**config.mk**
```make
export PLATFORM = sky130hd
export DESIGN_NAME = derand_seq
export DESIGN_NICKNAME = d
export VERILOG_FILES = /design/src/rtl/derand_pkg.sv /design/src/rtl/derand_alloc.sv /design/src/rtl/derand_fifo.sv /design/src/rtl/derand_rdslot.sv /design/src/rtl/derand_seq.sv
export SDC_FILE = /design/constraint.sdc
export NUM_CORES = 1
export LEC_CHECK = 0
export ABC_AREA = 1
export BUFFER_PORTS_ARGS = -buffer_cell sky130_fd_sc_hd__buf_2
export CAP_MARGIN = 0
export CORE_ASPECT_RATIO = 1.25
export CORE_MARGIN = 3
export CORE_UTILIZATION = 52
export CTS_CLUSTER_DIAMETER = 200
export CTS_CLUSTER_SIZE = 28
export DETAILED_ROUTE_END_ITERATION = 7
export PLACE_DENSITY_LB_ADDON = 0.1
export SETUP_SLACK_MARGIN = 0.02
export SLEW_MARGIN = 40
export SYNTH_ARGS = -nofsm -noshare
export SYNTH_HDL_FRONTEND = slang
export SYNTH_SLANG_ARGS = --single-unit
```
**constraint.sdc**
```tcl
create_clock -name clk -period 2.26 [get_ports clk]
set_clock_uncertainty 0.05 [all_clocks]
set_input_delay 0.678 -clock clk [delete_from_list [all_inputs] [get_ports clk]]
set_output_delay 0.678 -clock clk [all_outputs]
set_load 0.02 [all_outputs]
```
**src/rtl/derand_pkg.sv**
```systemverilog
package derand_pkg;

  localparam int MAX_CELLS = 32;

  // index of the lowest set bit; 0 when none is set
  function automatic int unsigned lowest_set(input logic [MAX_CELLS-1:0] v);
    int unsigned r;
    logic hit;
    r = 0;
    hit = 1'b0;
    for (int i = 0; i < MAX_CELLS; i++) begin
      if (v[i] && !hit) begin
        r = i;
        hit = 1'b1;
      end
    end
    return r;
  endfunction

endpackage

```
**src/rtl/derand_alloc.sv**
```systemverilog
module derand_alloc
  import derand_pkg::*;
#(
  parameter int N_CELLS = 8,
  parameter int LOST_W  = 8,
  localparam int IW = $clog2(N_CELLS)
) (
  input  logic              clk,
  input  logic              rst_n,
  input  logic              cap,
  input  logic              rel,
  input  logic [IW-1:0]     rel_idx,
  output logic              cap_ok,
  output logic              arm_vld,
  output logic [IW-1:0]     arm_idx,
  output logic [LOST_W-1:0] lost_cnt
);

  localparam logic [LOST_W-1:0] LOST_MAX = '1;

  logic [N_CELLS-1:0] free_q, free_nx;
  logic               vld_nx;
  logic [IW-1:0]      idx_nx;

  assign cap_ok = cap && arm_vld;

  always_comb begin
    free_nx = free_q;
    if (cap_ok) free_nx[arm_idx] = 1'b0;
    if (rel)    free_nx[rel_idx] = 1'b1;
    vld_nx = arm_vld;
    idx_nx = arm_idx;
    if (cap_ok) begin
      vld_nx = |free_nx;
      idx_nx = IW'(lowest_set(MAX_CELLS'(free_nx)));
    end else if (!arm_vld && rel) begin
      vld_nx = 1'b1;
      idx_nx = rel_idx;
    end
  end

  always_ff @(posedge clk) begin
    if (!rst_n) begin
      free_q   <= '1;
      arm_vld  <= 1'b1;
      arm_idx  <= '0;
      lost_cnt <= '0;
    end else begin
      free_q  <= free_nx;
      arm_vld <= vld_nx;
      arm_idx <= idx_nx;
      if (cap && !arm_vld && lost_cnt != LOST_MAX) lost_cnt <= lost_cnt + 1'b1;
    end
  end

  AST_ARM_IS_FREE: assert property (@(posedge clk) disable iff (!rst_n)
    arm_vld |-> free_q[arm_idx]);
  AST_ARM_HOLD: assert property (@(posedge clk) disable iff (!rst_n)
    arm_vld && !cap |=> arm_vld && $stable(arm_idx));
  AST_LOST_QUIET: assert property (@(posedge clk) disable iff (!rst_n)
    !(cap && !arm_vld) |=> $stable(lost_cnt));

endmodule

```
**src/rtl/derand_fifo.sv**
```systemverilog
module derand_fifo #(
  parameter int N_CELLS = 8,
  localparam int IW = $clog2(N_CELLS),
  localparam int CW = $clog2(N_CELLS + 1)
) (
  input  logic          clk,
  input  logic          rst_n,
  input  logic          push,
  input  logic [IW-1:0] push_idx,
  input  logic          pop,
  output logic [IW-1:0] head,
  output logic          q_empty
);

  localparam logic [IW-1:0] LAST = IW'(N_CELLS - 1);

  logic [IW-1:0] slots [N_CELLS];
  logic [IW-1:0] wp, rp;
  logic [CW-1:0] cnt;

  assign head    = slots[rp];
  assign q_empty = (cnt == '0);

  always_ff @(posedge clk) begin
    if (!rst_n) begin
      wp  <= '0;
      rp  <= '0;
      cnt <= '0;
    end else begin
      if (push) begin
        slots[wp] <= push_idx;
        wp <= (wp == LAST) ? '0 : wp + 1'b1;
      end
      if (pop) rp <= (rp == LAST) ? '0 : rp + 1'b1;
      case ({push, pop})
        2'b10:   cnt <= cnt + 1'b1;
        2'b01:   cnt <= cnt - 1'b1;
        default: cnt <= cnt;
      endcase
    end
  end

  AST_NO_OVERFLOW: assert property (@(posedge clk) disable iff (!rst_n)
    push && !pop |-> cnt < CW'(N_CELLS));
  AST_NO_UNDERFLOW: assert property (@(posedge clk) disable iff (!rst_n)
    pop |-> cnt != '0);

endmodule

```
**src/rtl/derand_rdslot.sv**
```systemverilog
module derand_rdslot #(
  parameter int N_CELLS = 8,
  localparam int IW = $clog2(N_CELLS)
) (
  input  logic               clk,
  input  logic               rst_n,
  input  logic               rd_req,
  input  logic               done_req,
  input  logic               q_empty,
  input  logic [IW-1:0]      head,
  output logic               pop,
  output logic               busy,
  output logic [IW-1:0]      cell_q,
  output logic               rel,
  output logic [N_CELLS-1:0] out_sw
);

  assign pop = rd_req && !busy && !q_empty;
  assign rel = done_req && busy;

  always_ff @(posedge clk) begin
    if (!rst_n) begin
      busy   <= 1'b0;
      cell_q <= '0;
    end else if (pop) begin
      busy   <= 1'b1;
      cell_q <= head;
    end else if (rel) begin
      busy <= 1'b0;
    end
  end

  for (genvar i = 0; i < N_CELLS; i++) begin : g_osw
    assign out_sw[i] = busy && (cell_q == IW'(i));
  end

  AST_READ_IGNORED: assert property (@(posedge clk) disable iff (!rst_n)
    busy && !done_req |=> busy && $stable(cell_q));
  AST_DONE_IDLE: assert property (@(posedge clk) disable iff (!rst_n)
    !busy && (!rd_req || q_empty) |=> !busy);

endmodule

```
**src/rtl/derand_seq.sv**
```systemverilog
module derand_seq #(
  parameter int N_CELLS = 8,
  parameter int LOST_W  = 8,
  localparam int IW = $clog2(N_CELLS)
) (
  input  logic               clk,
  input  logic               rst_n,
  input  logic               peak_found,
  input  logic               rd_req,
  input  logic               done_req,
  output logic [N_CELLS-1:0] in_sw,
  output logic [N_CELLS-1:0] out_sw,
  output logic [IW-1:0]      rd_cell,
  output logic               data_valid,
  output logic               full,
  output logic               empty,
  output logic [LOST_W-1:0]  lost_cnt
);

  logic          cap_ok, arm_vld, pop, busy, rel;
  logic [IW-1:0] arm_idx, head, cell_q;

  derand_alloc #(.N_CELLS(N_CELLS), .LOST_W(LOST_W)) u_alloc (
    .clk(clk), .rst_n(rst_n), .cap(peak_found), .rel(rel), .rel_idx(cell_q),
    .cap_ok(cap_ok), .arm_vld(arm_vld), .arm_idx(arm_idx), .lost_cnt(lost_cnt)
  );

  derand_fifo #(.N_CELLS(N_CELLS)) u_fifo (
    .clk(clk), .rst_n(rst_n), .push(cap_ok), .push_idx(arm_idx), .pop(pop),
    .head(head), .q_empty(empty)
  );

  derand_rdslot #(.N_CELLS(N_CELLS)) u_rd (
    .clk(clk), .rst_n(rst_n), .rd_req(rd_req), .done_req(done_req),
    .q_empty(empty), .head(head), .pop(pop), .busy(busy), .cell_q(cell_q),
    .rel(rel), .out_sw(out_sw)
  );

  for (genvar i = 0; i < N_CELLS; i++) begin : g_isw
    assign in_sw[i] = arm_vld && (arm_idx == IW'(i));
  end

  assign full       = !arm_vld;
  assign data_valid = busy;
  assign rd_cell    = cell_q;

  AST_SW_DISJOINT: assert property (@(posedge clk) disable iff (!rst_n)
    (in_sw & out_sw) == '0);
  AST_ONE_ARMED: assert property (@(posedge clk) disable iff (!rst_n)
    $onehot0(in_sw));
  AST_CAPTURE_QUEUED: assert property (@(posedge clk) disable iff (!rst_n)
    peak_found && !full |=> !empty);
  AST_READ_SHOWS: assert property (@(posedge clk) disable iff (!rst_n)
    rd_req && !data_valid && !empty |=> data_valid && $countones(out_sw) == 1);

endmodule

```
==> flow_metrics.env <==
export IMPL_outcome="completed"
export IMPL_ys_seq_elements=58
export IMPL_start_kind="flop"
export IMPL_drv_cap=0
export IMPL_yosysMostFrequentCell="nand2_1"
export IMPL_layout_setup_ws_ns=0.1613
export IMPL_grt_pass1_vias=2349
export IMPL_stdcell_count=446
export IMPL_fin_util_pct=64.66
export IMPL_core_mm2=0.005261
export IMPL_cts_sinks=58
export IMPL_ys_seq_area_share_pct=47.86
export IMPL_arrival_ns=1.37
export IMPL_ys_async_sr_fraction_pct=0
export IMPL_setup_tns_ns=0
export IMPL_wl_per_cell_um=14.08
export IMPL_yosysTopAreaCell="edfxtp_1"
export IMPL_report_final_slew_viol_count=0
export IMPL_drc=0
export IMPL_critPathMaxStageDelay_ns=0.44
export IMPL_power_mw=3.233
export IMPL_die_area_mm2=0.006573
export IMPL_antenna_found_initial=0
export IMPL_r2r_slack_ns=0.19
export IMPL_nNetsFinal=393
export IMPL_p_leak_nw=1.443
export IMPL_syn_area_per_cell_um2=8.714
export IMPL_ctsHoldBuffers=0
export IMPL_layout_min_cycle_time_ns=2.099
export IMPL_crit_family="flip-flops"
export IMPL_dr_pass1_iters=4
export IMPL_vias_per_cell=5.386
export IMPL_synthFlopType="dfxtp_1"
export IMPL_cp_end_kind="output port"
export IMPL_path_cells="inv_4, nor3_1, inv_1, nor2_1, buf_2"
export IMPL_die_w_um=73.12
export IMPL_via_count=2402
export IMPL_place_hpwl_mm=4.616
export IMPL_period_share_pct=92.86
export IMPL_relSlewSlack_pct=72.09
export IMPL_syn_inst=336
export IMPL_nFillCells=455
export IMPL_grt_pass1_wl_mm=10.71
export IMPL_drt_iter0_markers=127
export IMPL_hold_path_startpoint="u_alloc.lost_cnt[4]"
export IMPL_htreeDepth=3
export IMPL_yosys_top_cells_area="edfxtp_1, dfxtp_1, nand2_1"
export IMPL_final_hold_viol_count=0
export IMPL_num_io_pins=35
export IMPL_grt_max_degree=22
export IMPL_yosys_area_top_type_share_pct=24.62
export IMPL_setup_viol=0
export IMPL_n_antenna_cell=0
export IMPL_hold_path_class="flop to flop"
export IMPL_synth_common_cells="nand2_1, nor2_1, dfxtp_1, inv_1, edfxtp_1"
export IMPL_clockBufferDepth=2
export IMPL_cts_tree="done"
export IMPL_place_congestion=0.9049
export IMPL_rsz0062_at_grt="no"
export IMPL_grt_overflow=0
export IMPL_synth_cell_types=45
export IMPL_die_h_um=89.90
export IMPL_worstSetupPathType="flop to output port"
export IMPL_place_ws_ns=0.01884
export IMPL_ys_warn_count=0
export IMPL_syn_area_mm2=0.002928
export IMPL_placedCellCount=430
export IMPL_rows=29
export IMPL_rr_startpoint="u_fifo.cnt[3]"
export IMPL_grt_usage_pct=20.76
export IMPL_cts_buffers=9
export IMPL_wirelength_mm=6.279
export IMPL_clk_latency_ns=0.33
export IMPL_crit_path_start="u_rd.cell_q[2]"
export IMPL_synth_nets=350
export IMPL_worst_pin_slew_ns=0.4181
export IMPL_critPathSlowestCell="dfxtp_2"
export IMPL_synth_edf_count=24
export IMPL_syn_to_final_growth_pct=16.20
export IMPL_portBuffers=34
export IMPL_start_util_pct=55.65
export IMPL_vdd_drop_max_uv=526.7
export IMPL_power_density_mw_per_mm2=950.4
export IMPL_required_ns=1.53
export IMPL_cp_num_buf_inv=3
export IMPL_clkSlewWorstSetupHoldPaths_ns=0.07
export IMPL_ant_nets=0
export IMPL_drive_above_1_share_pct=27.34
export IMPL_path_max_fanout=9
export IMPL_cts_root_buffer_cell="clkbuf_8"
export IMPL_fmax_mhz=476.5
cells by family after synthesis:
group	Yosys count	share of synthesized area, %
xor gates and xnor gates	4	1.197
muxes	3	1.026
adders and majority gates	9	4.103
AOI/OAI and AO/OA	63	12.74
and+or+nand+nor	150	25.43
DFF	58	47.86
buffers and inverters	49	7.649
metrics by stage:
step	instance area [um^2]	hold slack, ns
floorplan	2953	0.3901
global placement	3197	0.3920
detailed placement	3197	0.4015
CTS	3385	0.4152
global route	3402	0.4347
finish	3402	0.4142
routing by layer:
layer | wire length, um | vias up | GRT usage [%] | part of all wire (%)
met2 | 3112 | 42 | 33.51 | 50
met1 | 2830 | 1111 | 26.52 | 45
met4 | 104 | 0 | 7.692 | 1.7
li1 | - | 1239 | - | -
met5 | 0 | - | 0 | 0
met3 | 231 | 10 | 4.911 | 3.7
what timing repair did:
action                                  in CTS  in global routing
buffers inserted                             0                  0
endpoints found under the setup margin       2                 10
pin swaps                                    0                  0
resized for setup                            2                  6
hold endpoints to repair                     0                  0
sequential cells by signal, indices dropped and copies added, names as in the netlist:
| register | cells |
|---|---|
| u_fifo.wp | 3 |
| u_rd.cell_q | 3 |
| u_alloc.arm_idx | 3 |
| u_alloc.arm_vld | 1 |
| u_fifo.slots | 24 |
| u_rd.busy | 1 |
| u_alloc.free_q | 8 |
| u_fifo.rp | 3 |
| u_alloc.lost_cnt | 8 |
| u_fifo.cnt | 4 |
worst register-to-register path, cell delays in order, from the launching register on:
cell and delay [ns]:
dfxtp_1 0.35, nor4_4 0.29, inv_1 0.07, nand2_1 0.09, nor2_2 0.05, ha_2 0.22, ha_1 0.28, nand2_1 0.06
nor2_1 0.04, a211oi_2 0.16, xor2_1 0.16, nand2_1 0.06, a21oi_1 0.11
report_power, final:
part	switching (mW)	internal (mW)	total, mW
registers	0.177	1.21	1.38
logic	0.592	0.358	0.951
clock network	0.400	0.501	0.901
total	1.17	2.06	3.23
cell type report:
class / count / area (um^2) / area share [%]
Timing Repair Buffer: 44 / 245.2 / 7.209
Clock inverter: 6 / 57.56 / 1.692
Inverter: 37 / 145.1 / 4.266
Multi-Input combinational cell: 229 / 1340 / 39.39
Tap cell: 62 / 77.57 / 2.280
Sequential cell: 58 / 1409 / 41.41
Clock buffer: 10 / 127.6 / 3.751
placed cells by master (no fill, tap or decap), types with 4 or more instances in the layout:
master,n
buf_4,10
dfxtp_1,28
nand2_2,6
clkbuf_8,9
buf_2,34
nor2_2,4
nor3_1,8
nor4_1,8
nand2_1,49
nand4_1,4
o21ai_0,23
ha_1,6
edfxtp_1,24
inv_2,5
dfxtp_2,6
nor2_1,45
a21oi_1,19
clkinv_2,5
inv_1,29
nand3_1,11
final timing paths:
| kind | end | cells past startpoint |
|---|---|---|
| worst max register to register | u_fifo.cnt[3] | 12 |
| worst max-delay path | out_sw[6] | 5 |
| worst min register to register | u_alloc.lost_cnt[4] | 2 |
| worst min-delay path | u_alloc.lost_cnt[4] | 2 |
(Power assumes the default switching activity.)
